### src/rtl/tckgen_pkg.sv
// Package: shared types for the test clock generator.
// Assumes: nothing; holds only the pacing-mode encoding.
package tckgen_pkg;

    // Pacing mode of the generator
    typedef enum logic {
        CLK_DIVIDED  = 1'b0,
        CLK_ADAPTIVE = 1'b1
    } clk_mode_e;

endpackage

### src/rtl/tckgen_cfg.sv
// Module: tckgen_cfg
// Holds the active divisor (as a half period) and the pacing mode.
// Both are loaded only while the shift engine reports idle.
// Assumes: DIV_W >= 2; bit 0 of the divisor carries no meaning.
module tckgen_cfg
    import tckgen_pkg::*;
#(
    parameter int DIV_W = 13
) (
    input  logic             clk,
    input  logic             rst_n,
    input  logic             load,
    input  logic [DIV_W-1:0] div_in,
    input  logic             mode_in,
    output logic [DIV_W-2:0] half_o,
    output clk_mode_e        mode_o
);
    localparam int HALF_W = DIV_W - 1;

    logic [HALF_W-1:0] half_next;

    // Turn the written divisor into a half period of at least one cycle
    always_comb begin
        half_next = div_in[DIV_W-1:1];
        if (half_next == '0) begin
            half_next = HALF_W'(1);
        end
    end

    // Load the configuration only while the engine is idle
    always_ff @(posedge clk) begin
        if (!rst_n) begin
            half_o <= HALF_W'(1);
            mode_o <= CLK_DIVIDED;
        end else if (load) begin
            half_o <= half_next;
            mode_o <= clk_mode_e'(mode_in);
        end
    end
endmodule

### src/rtl/tckgen_halfcnt.sv
// Module: tckgen_halfcnt
// Counts reference cycles while edges are requested and fires once
// every half period. The count restarts whenever the request drops.
// Assumes: half >= 1 (guaranteed by tckgen_cfg).
module tckgen_halfcnt #(
    parameter int HALF_W = 12
) (
    input  logic              clk,
    input  logic              rst_n,
    input  logic              en,
    input  logic              req,
    input  logic [HALF_W-1:0] half,
    output logic              fire_o
);
    logic [HALF_W-1:0] cnt;
    logic              at_end;

    // End of half period; the >= keeps a shrunk half period safe
    always_comb begin
        at_end = (cnt >= (half - HALF_W'(1)));
        fire_o = en && req && at_end;
    end

    // Half-period counter
    always_ff @(posedge clk) begin
        if (!rst_n) begin
            cnt <= '0;
        end else if (!en || !req || at_end) begin
            cnt <= '0;
        end else begin
            cnt <= cnt + HALF_W'(1);
        end
    end
endmodule

### src/rtl/tckgen_sync.sv
// Module: tckgen_sync
// Flop chain that brings an asynchronous level into the clock domain.
// Assumes: STAGES >= 2; the output resets to 0.
module tckgen_sync #(
    parameter int STAGES = 2
) (
    input  logic clk,
    input  logic rst_n,
    input  logic d,
    output logic q
);
    logic [STAGES-1:0] chain;

    for (genvar g = 0; g < STAGES; g++) begin : g_stage
        if (g == 0) begin : g_first
            // First stage samples the raw input
            always_ff @(posedge clk) begin
                if (!rst_n) chain[g] <= 1'b0;
                else        chain[g] <= d;
            end
        end else begin : g_next
            // Later stages follow the previous stage
            always_ff @(posedge clk) begin
                if (!rst_n) chain[g] <= 1'b0;
                else        chain[g] <= chain[g-1];
            end
        end
    end

    assign q = chain[STAGES-1];
endmodule

### src/rtl/tckgen_echo.sv
// Module: tckgen_echo
// Returned-clock pacing: it allows an edge, then waits until the
// synchronised echo equals the clock. It gives up after TMO_CYCLES
// and reports a timeout.
// Assumes: tck is the registered clock that toggles in the cycle after fire_o.
module tckgen_echo #(
    parameter int TMO_CYCLES = 65536
) (
    input  logic clk,
    input  logic rst_n,
    input  logic en,
    input  logic req,
    input  logic tck,
    input  logic echo_s,
    output logic fire_o,
    output logic timeout_o
);
    localparam int TCNT_W = (TMO_CYCLES > 2) ? $clog2(TMO_CYCLES) : 1;
    localparam logic [TCNT_W-1:0] TLAST = TCNT_W'(TMO_CYCLES - 1);

    logic              waiting;
    logic [TCNT_W-1:0] tcnt;
    logic              matched;

    // Decide whether an edge may go out now, or the wait has expired
    always_comb begin
        matched   = (echo_s == tck);
        fire_o    = en && req && !waiting;
        timeout_o = en && waiting && !matched && (tcnt == TLAST);
    end

    // Track the outstanding echo and its timeout count
    always_ff @(posedge clk) begin
        if (!rst_n || !en) begin
            waiting <= 1'b0;
            tcnt    <= '0;
        end else if (fire_o) begin
            waiting <= 1'b1;
            tcnt    <= '0;
        end else if (waiting) begin
            if (matched || timeout_o) begin
                waiting <= 1'b0;
            end else begin
                tcnt <= tcnt + TCNT_W'(1);
            end
        end
    end
endmodule

### src/rtl/tckgen_core.sv
// Module: tckgen_core (top)
// Test clock generator. In divided mode TCK is paced by a half-period
// counter; in adaptive mode each edge waits for the returned clock.
// A sticky flag reports echo timeouts.
// Assumes: clk is the 64 MHz reference; rclk_in is asynchronous.
module tckgen_core
    import tckgen_pkg::*;
#(
    parameter int DIV_W       = 13,
    parameter int TMO_CYCLES  = 65536,
    parameter int SYNC_STAGES = 2
) (
    input  logic             clk,
    input  logic             rst_n,
    input  logic [DIV_W-1:0] div_value,
    input  logic             adaptive_sel,
    input  logic             rclk_in,
    input  logic             tick_req,
    input  logic             engine_idle,
    input  logic             err_clr,
    output logic             tck,
    output logic             edge_en,
    output logic             timeout_err
);
    localparam int HALF_W = DIV_W - 1;

    logic [HALF_W-1:0] cfg_half;
    clk_mode_e         cfg_mode;
    logic              adaptive_on;
    logic              rclk_s;
    logic              fire_div;
    logic              fire_echo;
    logic              echo_tmo;
    logic              step;
    logic              tck_q;
    logic              edge_q;
    logic              err_q;

    tckgen_cfg #(.DIV_W(DIV_W)) u_cfg (
        .clk    (clk),
        .rst_n  (rst_n),
        .load   (engine_idle),
        .div_in (div_value),
        .mode_in(adaptive_sel),
        .half_o (cfg_half),
        .mode_o (cfg_mode)
    );

    assign adaptive_on = (cfg_mode == CLK_ADAPTIVE);

    tckgen_halfcnt #(.HALF_W(HALF_W)) u_halfcnt (
        .clk   (clk),
        .rst_n (rst_n),
        .en    (!adaptive_on),
        .req   (tick_req),
        .half  (cfg_half),
        .fire_o(fire_div)
    );

    tckgen_sync #(.STAGES(SYNC_STAGES)) u_sync (
        .clk  (clk),
        .rst_n(rst_n),
        .d    (rclk_in),
        .q    (rclk_s)
    );

    tckgen_echo #(.TMO_CYCLES(TMO_CYCLES)) u_echo (
        .clk      (clk),
        .rst_n    (rst_n),
        .en       (adaptive_on),
        .req      (tick_req),
        .tck      (tck_q),
        .echo_s   (rclk_s),
        .fire_o   (fire_echo),
        .timeout_o(echo_tmo)
    );

    // Either pacing source may release the next edge
    assign step = fire_div || fire_echo;

    // Clock output and the edge strobe for the shift engine
    always_ff @(posedge clk) begin
        if (!rst_n) begin
            tck_q  <= 1'b0;
            edge_q <= 1'b0;
        end else begin
            tck_q  <= tck_q ^ step;
            edge_q <= step;
        end
    end

    // Sticky timeout flag; a new timeout wins over a clear
    always_ff @(posedge clk) begin
        if (!rst_n)        err_q <= 1'b0;
        else if (echo_tmo) err_q <= 1'b1;
        else if (err_clr)  err_q <= 1'b0;
    end

    assign tck         = tck_q;
    assign edge_en     = edge_q;
    assign timeout_err = err_q;
endmodule

### config.mk
export PLATFORM = sky130hd
export DESIGN_NAME = tckgen_core
export DESIGN_NICKNAME = d
export VERILOG_FILES = /design/src/rtl/tckgen_pkg.sv /design/src/rtl/tckgen_cfg.sv /design/src/rtl/tckgen_halfcnt.sv /design/src/rtl/tckgen_sync.sv /design/src/rtl/tckgen_echo.sv /design/src/rtl/tckgen_core.sv
export SDC_FILE = /design/constraint.sdc
export NUM_CORES = 1
export LEC_CHECK = 0
export BUFFER_PORTS_ARGS = -buffer_cell sky130_fd_sc_hd__buf_4
export CORE_UTILIZATION = 38
export CTS_CLUSTER_DIAMETER = 200
export DETAILED_ROUTE_END_ITERATION = 12
export GPL_TIMING_DRIVEN = 0
export SLEW_MARGIN = 40
export SYNTH_ARGS = -nofsm -noshare
export SYNTH_HDL_FRONTEND = slang
export SYNTH_SLANG_ARGS = --single-unit
### constraint.sdc
create_clock -name clk -period 3 [get_ports clk]
set_clock_uncertainty 0.1 [all_clocks]
set_input_delay 0.45 -clock clk [delete_from_list [all_inputs] [get_ports clk]]
set_output_delay 0.45 -clock clk [all_outputs]
set_load 0.05 [all_outputs]
==> results.toml, run 1 <==
[status]
status = "completed"

[floorplanning]
rows = 28
die_x_um = 82.6
io_pins = 23
die_y_um = 82.6
dieArea_mm2 = 0.00682
start_util_pct = 40.5
core_area_mm2 = 0.00610

[sta]
worst_slew_pin_slew_ns = 0.606
fin_crit_ns = 2.76
setup_violations = 0
maxSlewViolCount = 0
clock.fmax_mhz = 362
finalHoldViolations = 0
tns_ns = 0
rsz0062_at_grt = "false"
slew_headroom_pct = 59.6
setup_ws_ns = 0.240
period_share_pct = 92.0

[routing]
totalWireLength_um = 4760
dr.pass1.iters = 4
drcViolationCount = 0
vias = 1994
final_antenna_net_count = 0
drt_iter0_drc = 93
viasPerCell = 5.28
wl_per_cell_um = 12.6

[power]
ir_worst_vdd_uv = 261
leakage_nw = 1.06
powerDensity_mw_per_mm2 = 446

[critical_path]
worstRegToRegCells = 11
criticalPathCategory = "flop to flop"
rr_startpoint = "u_cfg.half_o[2]"
end_kind = "flop"
required_ns = 3.09
start_kind = "flop"
worstPathArrival_ns = 2.85
startpoint = "u_cfg.half_o[2]"
crit_fanout = 10

[logic_synthesis]
synth_fp_nets = 310
ys_async_sr_fraction_pct = 0
synth-seq-cells = 47
ys_warn_count = 0
syn_avg_cell_area_um2 = 8.97
netlist_area_mm2 = 0.00247
ys_types = 43
synth.yosys.seq_area_share_pct = 38.1
syn_inst = 275
synth_ff_type = "dfxtp_1"
synth_edf_count = 0

[hold_path]
min_delay_path_depth = 2
holdCritPathClass = "primary input to flop"
min_from = "rclk_in"

[flow_run]
maxCapViolations = 0

[final_layout]
final_net_count = 337
n_antenna_cell = 0
layout_commonest_cell = "dfxtp_1"
area_growth_syn_to_layout_pct = 14.6
drive_gt1_share_pct = 12.9
final_cell_mix = "47 x dfxtp_1, 27 x nor2_1, 20 x nand2_1, 20 x buf_4"

[clock_network]
clock_latency_ns = 0.30
cts_made_buffers = 5
post_cts_resized = 0
clkTransAtPathRegs_ns = 0.09
cts.sinks = 47
clock_path_buffers = 2
cts_root_buf = "clkbuf_8"
cts_hold_buf = 0
htreeDepth = 2
post_cts_buffers = 0
tritoncts = "yes"

[placed_design]
pre_cts_ws_ns = 0.107
place_congestion = 0.762
place_hpwl_um = 3560
port_buffers = 20

[grt]
grt_max_degree = 15
grt_pass1_wl_um = 7760
first_global_vias = 1702
antenna_found_initial = 0
overflow = 0
groute.usage.overall_pct = 15.1
cell type report:
cell class	instances	area [um2]
Timing Repair Buffer	20	150
Clock inverter	1	7.51
Clock buffer	7	96.3
Inverter	6	22.5
Buffer	9	45.0
Sequential cell	47	941
Fill cell	616	3270
Tap cell	75	93.8
Multi-Input combinational cell	213	1470
flip-flops by register name (all words and copies together), names as in the netlist:
signal          cells
u_echo.tcnt        16
u_halfcnt.cnt      12
u_sync.chain        1
u_cfg.half_o       12
edge_en             1
u_echo.waiting      1
timeout_err         1
u_sync.q            1
u_cfg.mode_o        1
tck                 1
kinds of logic (layout without fill, tap and decap cells):
kind of cell / Yosys count / after routing / share of synthesized area [%]
AND/OR/NAND/NOR: 121 / 121 / 27.2
flip-flops: 47 / 47 / 38.1
AO/OA/AOI/OAI: 39 / 39 / 10.2
XOR/XNOR: 26 / 26 / 9.23
adder cells (fa/ha/maj): 15 / 15 / 7.61
buffers and inverters: 15 / 43 / 2.74
multiplexers: 12 / 12 / 4.87
final timing paths:
check / endpoint / slack (ns)
setup reg to reg: u_halfcnt.cnt[6] / 0.24
hold / removal: u_sync.chain[0] / 0.25
setup / recovery: u_halfcnt.cnt[6] / 0.24
hold reg to reg: u_sync.q / 0.34
stage by stage:
stage          power [mW]  hold WS, ns  cell area [um2]  std cells  utilization, %
6_report             1.26        0.253             2830        378            46.4
5_1_grt              1.32        0.252             2830        378            46.4
4_1_cts              1.27        0.245             2820        378            46.2
3_5_place_dp        0.847        0.322             2710        370            44.5
3_3_place_gp        0.843        0.314             2710        370            44.5
2_1_floorplan       0.791        0.312             2470        275               -
cell usage after synthesis, types with 2 or more instances:
cell / instances / area share (%)
a211o_1: 2 / 0.71
a211oi_1: 4 / 1.2
a21oi_1: 13 / 2.6
a31oi_1: 3 / 0.76
and2_1: 4 / 1.0
and3_1: 3 / 0.76
and4_1: 3 / 1.1
and4_4: 2 / 0.91
buf_2: 3 / 0.61
clkbuf_1: 4 / 0.61
dfxtp_1: 47 / 38
ha_1: 15 / 7.6
inv_1: 6 / 0.91
mux2i_1: 12 / 4.9
nand2_1: 20 / 3.0
nand2b_1: 2 / 0.51
nand3_1: 12 / 2.4
nand4_1: 3 / 0.76
nor2_1: 27 / 4.1
nor2b_1: 15 / 3.8
nor3_1: 7 / 1.4
nor4_1: 5 / 1.3
o21ai_0: 8 / 1.6
o31ai_1: 3 / 0.91
or3_1: 6 / 1.5
or4_1: 5 / 1.5
xnor2_1: 15 / 5.3
xor2_1: 11 / 3.9
critical path, stage by stage (launching register included):
cell      delay, ns
dfxtp_1        0.37
nor4_2         0.32
nand2_1        0.13
nor2_1         0.14
xnor2_1        0.08
ha_1           0.29
nand2_1        0.07
or3_1          0.32
o221ai_2       0.28
a211o_1        0.23
buf_2          0.24
nor2_1         0.07
layer usage:
layer / GRT usage [%] / part of all wire (%) / vias up
li1: - / - / 1035
met1: 21.0 / 53 / 922
met2: 22.9 / 43 / 30
met3: 2.97 / 2.6 / 7
met4: 5.69 / 1.4 / 0
met5: 0 / 0 / -
report_power, final:
group / switching (mW) / leakage, nW / total [mW] / internal (mW)
logic: 0.0922 / 0.630 / 0.168 / 0.0756
clock network: 0.217 / 0.0505 / 0.427 / 0.210
registers: 0.0240 / 0.382 / 0.666 / 0.642
No activity file was read; power rests on OpenSTA's default activity.
==> run 2, diff against run 1 <==
--- a/config.mk
+++ b/config.mk
@@ -6,10 +6,13 @@
 export NUM_CORES = 1
 export LEC_CHECK = 0
 export BUFFER_PORTS_ARGS = -buffer_cell sky130_fd_sc_hd__buf_4
-export CORE_UTILIZATION = 38
+export CELL_PAD_IN_SITES_DETAIL_PLACEMENT = 1
+export CELL_PAD_IN_SITES_GLOBAL_PLACEMENT = 2
+export CORE_UTILIZATION = 36
 export CTS_CLUSTER_DIAMETER = 200
 export DETAILED_ROUTE_END_ITERATION = 12
 export GPL_TIMING_DRIVEN = 0
+export PLACE_DENSITY_LB_ADDON = 0.1
 export SLEW_MARGIN = 40
 export SYNTH_ARGS = -nofsm -noshare
 export SYNTH_HDL_FRONTEND = slang
==> run 2 against run 1 <==
Worst setup slack better by 0.040 ns. Count of clock-buffer cells in the layout fell by 1. Cell count up 0.53%. Critical path depth fell by 1. Fmax rose by 1.5%. Via count rose by 0.40%. Sequential cell count unchanged.
==> results.toml, run 2 (synthesis gave the netlist of run 1 again) <==
[clock_network]
cts.sinks = 47
htreeDepth = 2
cts_root_buf = "clkbuf_8"
tritoncts = "yes"
clkTransAtPathRegs_ns = 0.09
clock_latency_ns = 0.30
cts_made_buffers = 5
clock_path_buffers = 2
cts_hold_buf = 0

[power]
ir_worst_vdd_uv = 205
powerDensity_mw_per_mm2 = 464
seq_power_share_pct = 50.5
power_frac_clock_pct = 36.6
leakage_nw = 1.08
combPwrFrac_pct = 12.9
p_int_mw = 0.989
switching_share_pct = 25.3
switchingPower_mw = 0.334

[grt]
overflow = 0
antenna_found_initial = 0
grt_max_degree = 15
grt_pass1_wl_um = 9450
groute.usage.overall_pct = 16.6
first_global_vias = 2013

[sta]
worst_slew_pin_slew_ns = 0.622
finalHoldViolations = 0
fin_crit_ns = 2.72
tns_ns = 0
maxSlewViolCount = 0
setup_violations = 0
clock.fmax_mhz = 368
slew_headroom_pct = 58.5
period_share_pct = 90.7
rsz0062_at_grt = "false"

[placed_design]
place_hpwl_um = 4190
place_congestion = 0.715
port_buffers = 20
dpl-instance-area_mm2 = 0.00271

[critical_path]
end_kind = "flop"
max_stage_delay_ns = 0.37
worstPathArrival_ns = 2.86
path_delay_family = "simple AND/OR/NAND/NOR gates"
crit_fanout = 10
path_buf_inv = 1
crit_cells = 10
required_ns = 3.14
worstRegToRegCells = 10
criticalPathCategory = "flop to flop"
cp_cell_sequence = "nor4_2 > nand2_1 > nor4_2 > xnor2_1 > ha_1 > a211oi_1 > o21ai_1 > a211o_1 > clkbuf_4 > nor2_1"
start_kind = "flop"
critPathSlowestCell = "dfxtp_1"
crit_top_cell = "nor4_2"

[final_layout]
largest_reg_flops = 16
area_growth_syn_to_layout_pct = 15.6
final_core_util_pct = 43.9
final_net_count = 337
drive_gt1_share_pct = 13.2
final_cell_mix = "47 x dfxtp_1, 27 x nor2_1, 20 x nand2_1, 20 x buf_4"
top_register = "u_echo.tcnt"
layout_commonest_cell = "dfxtp_1"
reg.largest.list = "u_echo.tcnt (16), u_cfg.half_o (12), u_halfcnt.cnt (12)"
n_antenna_cell = 0
fillers = 762
design_area_mm2 = 0.00285

[floorplanning]
die_y_um = 84.8
io_pins = 23
rows = 29
core_area_mm2 = 0.00649
start_util_pct = 38.0
die_x_um = 84.8
dieArea_mm2 = 0.00719

[flow_run]
maxCapViolations = 0

[hold_path]
min_delay_path_depth = 2
holdCritPathClass = "primary input to flop"

[routing]
wl_per_cell_um = 14.3
vias = 2002
drcViolationCount = 0
totalWireLength_um = 5440
final_antenna_net_count = 0
drt_iter0_drc = 22
viasPerCell = 5.27
dr.pass1.iters = 3

[status]
status = "completed"
[run 2: path summary, 6_finish.rpt]
check | from | to | slack (ns)
setup reg to reg | u_cfg.half_o[2] | u_halfcnt.cnt[1] | 0.28
setup / recovery | u_cfg.half_o[2] | u_halfcnt.cnt[1] | 0.28
hold / removal | rclk_in | u_sync.chain[0] | 0.27
hold reg to reg | u_sync.chain[0] | u_sync.q | 0.35
[run 2: final cells by class]
type                    instances  area, um2  area share (%)
plain buffers                   9       47.5            1.67
clock buffers                   6       82.6            2.89
clock inverters                 2       35.0            1.23
inverters                       6       22.5           0.789
multi-input cells             213       1480            51.8
flip-flops and latches         47        941            33.0
well taps                      77       96.3            3.38
repair buffers                 20        150            5.26
[run 2: power by group through the flow]
stage | sequential (mW) | clock (mW) | combinational [mW]
floorplan | 0.692 | 0 | 0.0985
global placement | 0.682 | 0 | 0.166
finish | 0.668 | 0.484 | 0.171
CTS | 0.668 | 0.504 | 0.170
detailed placement | 0.682 | 0 | 0.170
global route | 0.672 | 0.525 | 0.193
[run 2: metrics by stage]
step / hold WS (ns) / setup WS (ns) / instances / power, mW
final: 0.267 / 0.280 / 380 / 1.32
after CTS: 0.255 / 0.0379 / 380 / 1.34
after detailed placement: 0.326 / 0.0502 / 372 / 0.852
after floorplan: 0.312 / 0.485 / 275 / 0.791
after global placement: 0.326 / 0.0757 / 372 / 0.848
after global routing: 0.261 / 0.0223 / 380 / 1.39
[run 2: metal layers]
metal  GRT usage (%)  vias to the layer above  share of wire, %
li1                -                     1033                 -
met1            24.3                      946                56
met2            25.1                       19                41
met3            3.24                        4               2.4
met4            3.70                        0              0.48
met5               0                        -                 0
[run 2: timing repair]
action / 4_1_cts / 5_1_grt
resized for setup: 0 / 5
endpoints found under the setup margin: 0 / 11
setup buffers: 0 / 0
==> run 3, diff against run 2 <==
--- a/config.mk
+++ b/config.mk
@@ -8,11 +8,12 @@
 export BUFFER_PORTS_ARGS = -buffer_cell sky130_fd_sc_hd__buf_4
 export CELL_PAD_IN_SITES_DETAIL_PLACEMENT = 1
 export CELL_PAD_IN_SITES_GLOBAL_PLACEMENT = 2
-export CORE_UTILIZATION = 36
+export CORE_UTILIZATION = 33
 export CTS_CLUSTER_DIAMETER = 200
 export DETAILED_ROUTE_END_ITERATION = 12
 export GPL_TIMING_DRIVEN = 0
 export PLACE_DENSITY_LB_ADDON = 0.1
+export SKIP_CTS_REPAIR_TIMING = 1
 export SLEW_MARGIN = 40
 export SYNTH_ARGS = -nofsm -noshare
 export SYNTH_HDL_FRONTEND = slang
==> constraint.sdc (replaced) <==
create_clock -name clk -period 2.3 [get_ports clk]
set_clock_uncertainty 0.1 [all_clocks]
set_input_delay 0.345 -clock clk [delete_from_list [all_inputs] [get_ports clk]]
set_output_delay 0.345 -clock clk [all_outputs]
set_load 0.05 [all_outputs]
==> run 3 against run 2 <==
The run now ends with negative setup slack left. Via count shrank 0.55%. Global-route usage fell by 1.1 points. Die area is 8.9% higher. Sequential share of layout area shrank 1.0 points. Routed wire length up 0.83%. Critical path type unchanged. Critical endpoint is now tck. Largest cell class unchanged. Largest power group unchanged.
==> results.toml, run 3 (synthesis gave the netlist of run 1 again) <==
[sta]
whs_ns = 0.144
clock.fmax_mhz = 378
fin_crit_ns = 2.65
maxSlewViolCount = 0
slew_headroom_pct = 57.6
setup_violations = 14
period_share_pct = 115
setup_ws_ns = -0.348
rsz0062_at_grt = "true"
finalHoldViolations = 0
worst_slew_pin_slew_ns = 0.636

[critical_path]
worstPathArrival_ns = 2.73
start_kind = "flop"
criticalPathCategory = "flop to flop"
required_ns = 2.38
crit_fanout = 5
end_kind = "flop"

[clock_network]
cts_root_buf = "clkbuf_8"
cts.sinks = 47
tritoncts = "yes"
cts_made_buffers = 5
clock_latency_ns = 0.30
clock_path_buffers = 2
clkTransAtPathRegs_ns = 0.09
htreeDepth = 2

[routing]
dr.pass1.iters = 4
final_antenna_net_count = 0
drcViolationCount = 0
viasPerCell = 4.92
drt_iter0_drc = 38
totalWireLength_um = 5490
wl_per_cell_um = 13.5
vias = 1991

[floorplanning]
die_x_um = 88.5
core_area_mm2 = 0.00725
start_util_pct = 34.0
dieArea_mm2 = 0.00783
die_y_um = 88.5
rows = 31
io_pins = 23

[final_layout]
top_register = "u_echo.tcnt"
layout_commonest_cell = "dfxtp_1"
final_net_count = 340
area_growth_syn_to_layout_pct = 19.7
drive_gt1_share_pct = 16.7
final_core_util_pct = 40.7
final_cell_mix = "45 x dfxtp_1, 27 x nor2_1, 23 x buf_4, 20 x nand2_1"
n_antenna_cell = 0
largest_reg_flops = 16
design_area_mm2 = 0.00295
reg.largest.list = "u_echo.tcnt (16), u_cfg.half_o (12), u_halfcnt.cnt (12)"

[hold_path]
holdCritPathClass = "primary input to flop"

[grt]
first_global_vias = 1934
overflow = 0
groute.usage.overall_pct = 15.5
antenna_found_initial = 0
grt_max_degree = 16
grt_pass1_wl_um = 9250

[status]
status = "finished, violations left"
violations = "negative setup slack"

[placed_design]
port_buffers = 20
dpl-instance-area_mm2 = 0.00277
place_congestion = 0.740
pre_cts_ws_ns = -0.407
place_hpwl_um = 4200

[power]
powerDensity_mw_per_mm2 = 589
leakage_nw = 1.10
ir_worst_vdd_uv = 272

[flow_run]
maxCapViolations = 0
## run 3: cell types whose count changed in the layout (fill, tap and decap cells not counted), sizes merged
| cell | before | now |
|---|---|---|
| clkinv | 1 | 2 |
| buf | 24 | 28 |
| clkbuf | 11 | 9 |
## run 3: worst paths after layout
path                     end  cells after the start       startpoint  slack, ns
max                      tck                     10  u_cfg.half_o[3]      -0.35
min          u_sync.chain[0]                      2          rclk_in       0.14
max reg2reg              tck                     10  u_cfg.half_o[3]      -0.35
min reg2reg         u_sync.q                      1  u_sync.chain[0]       0.35
## run 3: layout make-up
| type | instances | area, um2 |
|---|---|---|
| buffer | 9 | 51.3 |
| clock buffer | 5 | 68.8 |
| clock inverter | 3 | 43.8 |
| fill | 880 | 4300 |
| inverter | 6 | 22.5 |
| multi-input combinational | 213 | 1530 |
| sequential | 47 | 943 |
| tap | 99 | 124 |
| timing repair buffer | 23 | 173 |
## run 3: worst max-delay path, cell delays in order, from the launching register on
cell and delay [ns]:
dfxtp_2 0.36, nor4_4 0.29, nand2_1 0.13, nor4_2 0.27, xnor2_1 0.20, ha_1 0.31
a211oi_2 0.22, o21ai_2 0.12, and4b_1 0.21, a211oi_2 0.19, o211ai_1 0.11
## run 3: power breakdown
group	leakage [nW]	switching [mW]	internal, mW
combinational	0.658	0.132	0.117
clock	0.0581	0.295	0.324
sequential	0.383	0.0346	0.838
total	1.10	0.461	1.28
## run 3: metal layers
metal	vias to the layer above	global-route usage, %	routed length [um]
met3	5	3.17	130
met5	-	0	0
met4	0	5.43	63
met1	929	22.8	2980
met2	21	22.1	2320
li1	1036	-	-
## run 3: per-stage QoR
stage | power (mW) | cells | TNS [ns]
after CTS | 1.75 | 402 | -5.50
after global placement | 1.12 | 394 | -4.19
after floorplan | 1.04 | 275 | -0.788
after global routing | 1.83 | 405 | -6.17
after detailed placement | 1.12 | 394 | -4.73
final | 1.74 | 405 | -4.32
